[config.mk]
export PLATFORM = sky130hd
export DESIGN_NAME = serial_xcvr
export DESIGN_NICKNAME = d
export VERILOG_FILES = /design/src/rtl/serial_xcvr.sv
export SDC_FILE = /design/constraint.sdc
export NUM_CORES = 1
export LEC_CHECK = 0
export ABC_AREA = 1
export ABC_CLOCK_PERIOD_IN_PS = 1900
export BUFFER_PORTS_ARGS = -buffer_cell sky130_fd_sc_hd__buf_2
export CORE_UTILIZATION = 59
export DETAILED_ROUTE_END_ITERATION = 10
export PLACE_DENSITY_LB_ADDON = 0.12
export SYNTH_ARGS = -nofsm -noshare
export SYNTH_HDL_FRONTEND = slang
export SYNTH_SLANG_ARGS = --single-unit
[constraint.sdc]
create_clock -name clk -period 1.9 [get_ports clk]
set_input_delay 0.38 -clock clk [delete_from_list [all_inputs] [get_ports clk]]
set_output_delay 0.38 -clock clk [all_outputs]
set_load 0.02 [all_outputs]
[src/rtl/serial_xcvr.sv]
module serial_xcvr #(
  parameter int DIV_W = 16
) (
  input  logic             clk,
  input  logic             rst_n,
  input  logic [1:0]       clk_sel,
  input  logic [DIV_W-1:0] baud_div,
  input  logic             par_en,
  input  logic             par_odd,
  input  logic             tx_en,
  input  logic             rx_en,
  input  logic             tdr_wr,
  input  logic [7:0]       tdr_data,
  input  logic             rdr_rd,
  input  logic             flag_clr,
  input  logic             sck_in,
  output logic             sck_out,
  output logic             sck_oe,
  input  logic             rxd,
  output logic             txd,
  output logic             tdre,
  output logic             rx_full,
  output logic             per,
  output logic             fer,
  output logic             ore,
  output logic [7:0]       rdr
);
  localparam int OS   = 16;
  localparam int SW   = $clog2(OS);
  localparam int MID  = OS/2 - 1;
  localparam int FRW  = 11;

  logic [1:0]       rxd_q, sck_q;
  logic             sck_d, rx_last;
  logic [DIV_W-1:0] div_cnt;
  logic             tick, int_tick, ext_tick;
  logic [3:0]       last_idx;

  assign rxd_s    = rxd_q[1];
  assign int_tick = (div_cnt == baud_div);
  assign ext_tick = sck_q[1] & ~sck_d;
  assign tick     = clk_sel[1] ? ext_tick : int_tick;
  assign last_idx = par_en ? 4'd10 : 4'd9;

  logic rxd_s;

  always_ff @(posedge clk or negedge rst_n)
    if (!rst_n) begin
      rxd_q <= '1; sck_q <= '0; sck_d <= 1'b0; rx_last <= 1'b1; div_cnt <= '0;
    end else begin
      rxd_q   <= {rxd_q[0], rxd};
      sck_q   <= {sck_q[0], sck_in};
      sck_d   <= sck_q[1];
      rx_last <= rxd_s;
      div_cnt <= int_tick ? '0 : div_cnt + 1'b1;
    end

  // transmitter
  logic [7:0]     tdr;
  logic [FRW-1:0] tx_sh;
  logic [SW-1:0]  tx_sub;
  logic [3:0]     tx_idx;
  logic           tx_busy, tx_load;

  assign tx_load = tx_en & ~tdre & ~tx_busy;

  always_ff @(posedge clk or negedge rst_n)
    if (!rst_n) tdr <= '0;
    else if (tdr_wr) tdr <= tdr_data;

  always_ff @(posedge clk or negedge rst_n)
    if (!rst_n) begin
      tdre <= 1'b1; tx_busy <= 1'b0; tx_sh <= '1; tx_sub <= '0; tx_idx <= '0;
    end else if (!tx_en) begin
      tdre <= 1'b1; tx_busy <= 1'b0; tx_sh <= '1; tx_sub <= '0; tx_idx <= '0;
    end else begin
      if (tx_load) begin
        tx_busy <= 1'b1;
        tx_sh   <= {1'b1, par_en ? (^tdr ^ par_odd) : 1'b1, tdr, 1'b0};
        tx_sub  <= '0;
        tx_idx  <= '0;
        tdre    <= 1'b1;
      end else if (tx_busy && tick) begin
        tx_sub <= tx_sub + 1'b1;
        if (tx_sub == SW'(OS-1)) begin
          tx_sh  <= {1'b1, tx_sh[FRW-1:1]};
          tx_idx <= tx_idx + 1'b1;
          if (tx_idx == last_idx) tx_busy <= 1'b0;
        end
      end
      if (tdr_wr) tdre <= 1'b0;
    end

  assign txd     = tx_busy ? tx_sh[0] : 1'b1;
  assign sck_out = tx_busy ? tx_sub[SW-1] : 1'b1;
  assign sck_oe  = (clk_sel == 2'b01);

  // receiver
  logic [SW-1:0] rx_sub;
  logic [3:0]    rx_idx;
  logic [7:0]    rx_sh;
  logic          rx_par, rx_busy;

  always_ff @(posedge clk or negedge rst_n)
    if (!rst_n) begin
      rx_busy <= 1'b0; rx_sub <= '0; rx_idx <= '0; rx_sh <= '0; rx_par <= 1'b0;
      rdr <= '0; rx_full <= 1'b0; per <= 1'b0; fer <= 1'b0; ore <= 1'b0;
    end else begin
      if (rdr_rd) rx_full <= 1'b0;
      if (flag_clr) begin per <= 1'b0; fer <= 1'b0; ore <= 1'b0; end
      if (!rx_en) rx_busy <= 1'b0;
      else if (!rx_busy) begin
        if (rx_last && !rxd_s) begin
          rx_busy <= 1'b1; rx_sub <= '0; rx_idx <= '0;
        end
      end else if (tick) begin
        rx_sub <= rx_sub + 1'b1;
        if (rx_sub == SW'(MID)) begin
          rx_idx <= rx_idx + 1'b1;
          if (rx_idx == 4'd0) begin
            if (rxd_s) rx_busy <= 1'b0;
          end else if (rx_idx <= 4'd8) rx_sh <= {rxd_s, rx_sh[7:1]};
          else if (rx_idx == 4'd9 && par_en) rx_par <= rxd_s;
          if (rx_idx == last_idx) begin
            rx_busy <= 1'b0;
            if (rx_full && !rdr_rd) ore <= 1'b1;
            else begin
              rdr     <= rx_sh;
              rx_full <= 1'b1;
              fer     <= ~rxd_s;
              per     <= par_en & (^rx_sh ^ rx_par ^ par_odd);
            end
          end
        end
      end
    end

  p_txoff_idle_r11: assert property (@(posedge clk) disable iff (!rst_n)
    !tx_en |=> (tdre && txd && sck_out));
  p_rxoff_hold_r12: assert property (@(posedge clk) disable iff (!rst_n)
    (!rx_en && !rdr_rd && !flag_clr) |=> ($stable(rdr) && $stable(rx_full) &&
      $stable(per) && $stable(fer) && $stable(ore)));
  p_ovr_needs_full_r9: assert property (@(posedge clk) disable iff (!rst_n)
    $rose(ore) |-> ($past(rx_full) && $stable(rdr)));
  p_full_needs_en_r6: assert property (@(posedge clk) disable iff (!rst_n)
    $rose(rx_full) |-> $past(rx_en));
  p_edge_at_low_clk_r5: assert property (@(posedge clk) disable iff (!rst_n)
    (tx_en && $past(tx_en) && txd != $past(txd)) |-> !sck_out);
endmodule

==> results of run 1 <==
critical path: cells and delay by family, from the launching register on:
kind / cells / cell delay [ns]
flops: 1 / 0.54
simple gates: 6 / 0.75
buf+inv: 2 / 0.37
cell families (layout without fill, tap and decap cells):
| family | count (synthesis) | after routing | share of synthesized area (%) |
|---|---|---|---|
| xor+xnor | 25 | 25 | 4.905 |
| simple gates | 315 | 316 | 31.84 |
| flops | 80 | 80 | 45.24 |
| compound gates | 53 | 53 | 6.839 |
| fa+ha+maj | 7 | 7 | 1.962 |
| buf+inv | 97 | 173 | 9.221 |
placed cells by master (no fill, tap or decap), types with 13 or more instances in the layout:
cell and count:
nor3_1 13, xor2_1 15, inv_2 14, nand2_1 184, a21oi_1 19, dfrtp_1 64
dfstp_2 14, o21ai_0 22, nand3_1 43, buf_2 51, buf_4 16, inv_1 72
nor2_1 38
power by group through the flow:
stage	Sequential, mW	Clock, mW	Combinational, mW
2_1_floorplan	2.11	0	0.588
3_3_place_gp	2.15	0	0.762
3_5_place_dp	2.16	0	0.793
4_1_cts	2.13	1.32	0.802
5_1_grt	2.17	1.38	0.922
6_report	2.14	1.30	0.799
final cells by class:
type / instances / area [sq um] / area share, %
inverters: 86 / 322.8 / 6.226
clock inverters: 5 / 55.05 / 1.062
clock buffers: 11 / 151.4 / 2.920
flip-flops and latches: 80 / 2022 / 39.00
multi-input cells: 401 / 2073 / 39.99
well taps: 99 / 123.9 / 2.389
repair buffers: 71 / 436.7 / 8.422
state kept, by name (all words and copies together), names as in the netlist, 2 cells and up:
| signal | cells |
|---|---|
| tdr | 8 |
| tx_sh | 10 |
| rxd_q | 2 |
| div_cnt | 16 |
| tx_idx | 4 |
| rdr | 8 |
| rx_sub | 4 |
| rx_idx | 4 |
| sck_q | 2 |
| tx_sub | 4 |
| rx_sh | 8 |
final timing paths:
kind	from	end	slack (ns)	cells after the start
max in group asynchronous	rst_n	tx_sh[3]	0.80	3
min in group asynchronous	rst_n	div_cnt[15]	0.48	2
max	tdre	tx_sh[7]	0.14	8
min reg2reg	rxd_q[0]	rxd_q[1]	0.36	0
min	rxd	rxd_q[0]	0.12	1
max reg2reg	tdre	tx_sh[7]	0.14	8
timing repair:
action | 4_1_cts | 5_1_grt
hold buffers | 1 | 0
hold endpoints to repair | 24 | 0
endpoints found under the setup margin | 0 | 22
resized for setup | 0 | 8
routing by layer:
metal / share of wire, % / wire [um] / up-vias / GRT usage [%]
met5: 0 / 0 / - / 0
met4: 2.1 / 191 / 0 / 10.82
met3: 4.3 / 401 / 19 / 4.155
met2: 50 / 4593 / 100 / 44.13
met1: 44 / 4043 / 1754 / 29.82
li1: - / - / 1955 / -
stage by stage:
stage          utilization, %   TNS (ns)  instances  worst slack [ns]  hold WS (ns)
3_5_place_dp            67.50          0        735            0.1050        0.3366
6_report                71.10          0        753            0.1410        0.1176
2_1_floorplan               -          0        577            0.2827       0.08441
4_1_cts                 70.47          0        752            0.1095        0.1044
3_3_place_gp            67.50          0        735            0.1096        0.3327
5_1_grt                 71.10  -0.009188        753         -0.008698        0.1136
==> flow_metrics.env, run 1 <==
export IMPL_insertion_delay_ns=0.36
export IMPL_vdd_drop_max_uv=617.5
export IMPL_routabilityCongestion=0.8041
export IMPL_grt_pass1_wl_mm=15.01
export IMPL_outcome="finished, final reports clean"
export IMPL_synth_edff_count=0
export IMPL_routed_via_density=5.084
export IMPL_clockPowerShare_pct=30.7
export IMPL_synth_area_leaders="dfrtp_1 37%, nand2_1 15%, dfstp_2 8.2%"
export IMPL_dp_hpwl_mm=6.761
export IMPL_power_switching_mw=1.305
export IMPL_cts_sinks=80
export IMPL_cp_required_ns=2.18
export IMPL_die_y_um=88.99
export IMPL_slowest_stage="dfstp_2"
export IMPL_start_util_pct=61.22
export IMPL_crit_path_end_kind="register"
export IMPL_yosysTopAreaCell="dfrtp_1"
export IMPL_synth_seq_cells=80
export IMPL_drv_slew=0
export IMPL_coreArea_sq_mm=0.007292
export IMPL_yosysMostFrequentCell="nand2_1"
export IMPL_final_hold_viol_count=0
export IMPL_cp_cell_sequence="nor2_1 -> nand2_1 -> inv_2 -> nor2_4 -> nand2_1 -> buf_4 -> nand3_1 -> nand2_1"
export IMPL_antenna_cells=0
export IMPL_cts_setup_buffers=0
export IMPL_fin_nets=693
export IMPL_slowest_delay_ns=0.54
export IMPL_globalRouteOverflowTotal=0
export IMPL_path_class="register to register"
export IMPL_p_total_mw=4.238
export IMPL_ys_flop_type="dfrtp_1"
export IMPL_dieArea_sq_mm=0.007918
export IMPL_ios=53
export IMPL_cts_tree="done"
export IMPL_antenna_found_initial=0
export IMPL_io_buffers=52
export IMPL_hp_class="input pin to register"
export IMPL_fp_dieW_um=88.99
export IMPL_tightest_slew_ns=0.3914
export IMPL_synth_top_area_share_pct=37.00
export IMPL_skew_ns=0.01219
export IMPL_power_density_mw_per_mm2=817.4
export IMPL_path_common_cell="nand2_1"
export IMPL_drv_cap=0
export IMPL_area_growth_pct=16.14
export IMPL_clock_path_buffers=2
export IMPL_row_count=31
export IMPL_stdcell_area_sq_mm=0.005185
export IMPL_vias=3828
export IMPL_ctsRootBufferMaster="clkbuf_8"
export IMPL_synth_nets=621
export IMPL_setup_viol_count_final=0
export IMPL_synth_seq_area_share_pct=45.24
export IMPL_placed_cell_area_sq_mm=0.004922
export IMPL_syn_mean_instance_area_sq_um=7.737
export IMPL_max_slew_margin_pct=73.91
export IMPL_ant_nets=0
export IMPL_wl_mm=9.229
export IMPL_cp_max_fo=14
export IMPL_drive_gt1_share_pct=22.63
export IMPL_min_period_ns=1.759
export IMPL_drc=0
export IMPL_synthCells=577
export IMPL_async_flop_share_pct=100.0
export IMPL_netlist_top_cells_count="184 x nand2_1, 72 x inv_1, 66 x dfrtp_1"
export IMPL_path_clk_slew_ns=0.09
export IMPL_cp_arrival_ns=2.04
export IMPL_grt_use_total_pct=24.84
export IMPL_grt_start_max_net_pins=30
export IMPL_drt_initial_drc_count=142
export IMPL_leakage_nw=2.774
export IMPL_wire_per_inst_um=12.26
export IMPL_synthDistinctLibCells=38
export IMPL_syn_area_sq_mm=0.004464
export IMPL_yosysWarnings=0
export IMPL_grt_pass1_vias=3506
export IMPL_pwr_share_comb_pct=18.8
export IMPL_numCtsBuffers=9
export IMPL_max_freq_ghz=0.5685
export IMPL_num_fill_cells=604
export IMPL_intPower_mw=2.933
export IMPL_dr_pass1_iters=5
export IMPL_switching_share_pct=30.79
export IMPL_fin_crit_sh_pct=92.58
export IMPL_cp_start_kind="register"
export IMPL_seqPwrFrac_pct=50.4
export IMPL_h_tree_depth=3
Power figures use the tool's default switching activity.
==> inputs of run 2 (changes only) <==
--- a/config.mk
+++ b/config.mk
@@ -8,9 +8,10 @@
 export ABC_AREA = 1
 export ABC_CLOCK_PERIOD_IN_PS = 1900
 export BUFFER_PORTS_ARGS = -buffer_cell sky130_fd_sc_hd__buf_2
-export CORE_UTILIZATION = 59
+export CORE_UTILIZATION = 25
 export DETAILED_ROUTE_END_ITERATION = 10
 export PLACE_DENSITY_LB_ADDON = 0.12
+export SLEW_MARGIN = 20
 export SYNTH_ARGS = -nofsm -noshare
 export SYNTH_HDL_FRONTEND = slang
 export SYNTH_SLANG_ARGS = --single-unit
==> flow_metrics.env, run 2 (synthesized netlist as in run 1, its figures left out) <==
export IMPL_row_count=48
export IMPL_wire_per_inst_um=12.00
export IMPL_switching_share_pct=27.87
export IMPL_fin_nets=711
export IMPL_placed_cell_area_sq_mm=0.005132
export IMPL_seqCellArea_sq_mm=0.002022
export IMPL_tightest_slew_ns=0.4475
export IMPL_dp_hpwl_mm=7.848
export IMPL_insertion_delay_ns=0.35
export IMPL_die_y_um=135.6
export IMPL_intPower_mw=3.606
export IMPL_cts_sinks=80
export IMPL_start_util_pct=25.72
export IMPL_skew_ns=0.008708
export IMPL_coreArea_sq_mm=0.01736
export IMPL_path_clk_slew_ns=0.06
export IMPL_max_slew_margin_pct=69.95
export IMPL_regMostFlops="div_cnt"
export IMPL_wl_mm=10.76
export IMPL_ff2ff_path_depth=12
export IMPL_min_path_cells=1
export IMPL_clockPowerShare_pct=39.1
export IMPL_hp_class="input pin to register"
export IMPL_layout_cells_non_filler=897
export IMPL_power_density_mw_per_mm2=886.9
export IMPL_cp_max_fo=6
export IMPL_p_total_mw=4.999
export IMPL_ios=53
export IMPL_grt_pass1_vias=3640
export IMPL_final_hold_viol_count=0
export IMPL_stdcell_area_sq_mm=0.005637
export IMPL_min_period_ns=1.771
export IMPL_max_freq_ghz=0.5648
export IMPL_drv_slew=0
export IMPL_drive_gt1_share_pct=24.85
export IMPL_largest_register_ffs=16
export IMPL_hold_ws_ns=0.1392
export IMPL_outcome="finished, final reports clean"
export IMPL_cp_cell_sequence="nand2_1 -> nand2_1 -> nor2_4 -> nand2_1 -> nor2_4 -> nand3_2 -> nand2_4 -> buf_12 -> nand3_4 -> nor2_4 -> nand2_1 -> nand2_1"
export IMPL_final_cell_mix="182 x nand2_1, 72 x inv_1, 64 x dfrtp_1"
export IMPL_slowest_delay_ns=0.43
export IMPL_dieArea_sq_mm=0.01840
export IMPL_fin_util_pct=32.48
export IMPL_placed_cells=868
export IMPL_setup_viol_count_final=0
export IMPL_vias=3807
export IMPL_slowest_stage="dfrtp_2"
export IMPL_cts_tree="done"
export IMPL_vdd_drop_max_uv=623.2
export IMPL_fin_setup_tns_ns=0
export IMPL_drc=0
export IMPL_h_tree_depth=3
export IMPL_routabilityCongestion=0.7539
export IMPL_final_common_cell="nand2_1"
export IMPL_routed_via_density=4.244
export IMPL_grt_use_total_pct=12.63
export IMPL_path_common_cell="nand2_1"
export IMPL_drv_cap=0
export IMPL_dr_pass1_iters=6
export IMPL_io_buffers=52
export IMPL_rsz0062_at_grt="true"
export IMPL_pwr_share_comb_pct=18.8
export IMPL_ctsRootBufferMaster="clkbuf_16"
export IMPL_antenna_cells=0
export IMPL_multi_input_area_sq_mm=0.002098
export IMPL_area_growth_pct=26.26
export IMPL_drt_initial_drc_count=245
export IMPL_grt_pass1_wl_mm=17.90
export IMPL_clock_path_buffers=2
export IMPL_top_regs="div_cnt: 16 flops, tx_sh: 10 flops"
export IMPL_cp_arrival_ns=2.05
export IMPL_place_ws_ns=0.02663
export IMPL_fp_dieW_um=135.6
export IMPL_path_class="register to register"
export IMPL_crit_path_end_kind="register"
export IMPL_crit_family="simple AND/OR/NAND/NOR gates"
export IMPL_num_fill_cells=1867
export IMPL_cp_required_ns=2.18
export IMPL_cp_start_kind="register"
export IMPL_final_setup_worst_slack_ns=0.1294
export IMPL_grt_start_max_net_pins=35
export IMPL_fin_crit_sh_pct=93.19
export IMPL_antenna_found_initial=0
export IMPL_power_switching_mw=1.393
export IMPL_cp_num_cells=12
export IMPL_numCtsBuffers=9
export IMPL_globalRouteOverflowTotal=0
export IMPL_cp_num_buf_inv=1
export IMPL_ant_nets=0
export IMPL_seqPwrFrac_pct=42.2
export IMPL_leakage_nw=2.924
run 2: cell types whose count changed in the layout (fill, tap and decap cells not counted):
cell | before | now
nand2_2 | 4 | 6
clkbuf_8 | 11 | 3
nor2_4 | 3 | 6
nor4_1 | 4 | 5
clkinvlp_4 | 2 | 0
nor2_1 | 38 | 36
nand2_1 | 184 | 182
clkinv_2 | 2 | 0
buf_4 | 16 | 33
nor4_2 | 1 | 0
clkbuf_1 | 0 | 2
clkbuf_16 | 0 | 10
bufinv_16 | 1 | 2
buf_6 | 1 | 0
run 2: worst reg2reg max path, stage by stage, from the launching register on:
cell and delay (ns):
dfrtp_2 0.43, nand2_1 0.07, nand2_1 0.08, nor2_4 0.10, nand2_1 0.08, nor2_4 0.14
nand3_2 0.10, nand2_4 0.11, buf_12 0.14, nand3_4 0.14, nor2_4 0.18, nand2_1 0.08
nand2_1 0.06
run 2: worst paths after layout:
| path | start | endpoint | slack, ns |
|---|---|---|---|
| max | div_cnt[0] | rdr[0] | 0.13 |
| min | rxd | rxd_q[0] | 0.14 |
| max reg2reg | div_cnt[0] | rdr[0] | 0.13 |
| min reg2reg | sck_q[0] | sck_q[1] | 0.34 |
| max in group asynchronous | rst_n | rxd_q[1] | 0.72 |
| min in group asynchronous | rst_n | rdr[2] | 0.52 |
run 2: cell type report:
cell class,instances,area share [%]
clock buffer,14,4.861
clock inverter,2,1.065
inverter,86,5.727
multi-input combinational,402,37.23
sequential,80,35.87
tap,225,4.994
timing repair buffer,88,10.26
run 2: what timing repair did:
| action | in CTS | in global routing |
|---|---|---|
| hold buffers | 1 | 0 |
| gates resized for setup | 0 | 12 |
| endpoints found under the hold margin | 11 | 0 |
| buffers inserted | 0 | 9 |
| setup endpoints to repair | 0 | 24 |
run 2: layer usage:
layer	GRT usage [%]	routed length [um]	vias up
li1	-	-	2001
met5	0	0	-
met4	4.682	145	0
met1	15.87	5146	1738
met3	3.217	354	11
met2	20.69	5113	57
run 2: power groups by stage:
stage	Clock [mW]	Sequential, mW	Combinational (mW)
floorplan	0	2.11	0.588
global placement	0	2.14	0.868
detailed placement	0	2.14	0.877
CTS	2.04	2.11	0.883
global route	2.09	2.14	1.09
finish	1.95	2.11	0.938
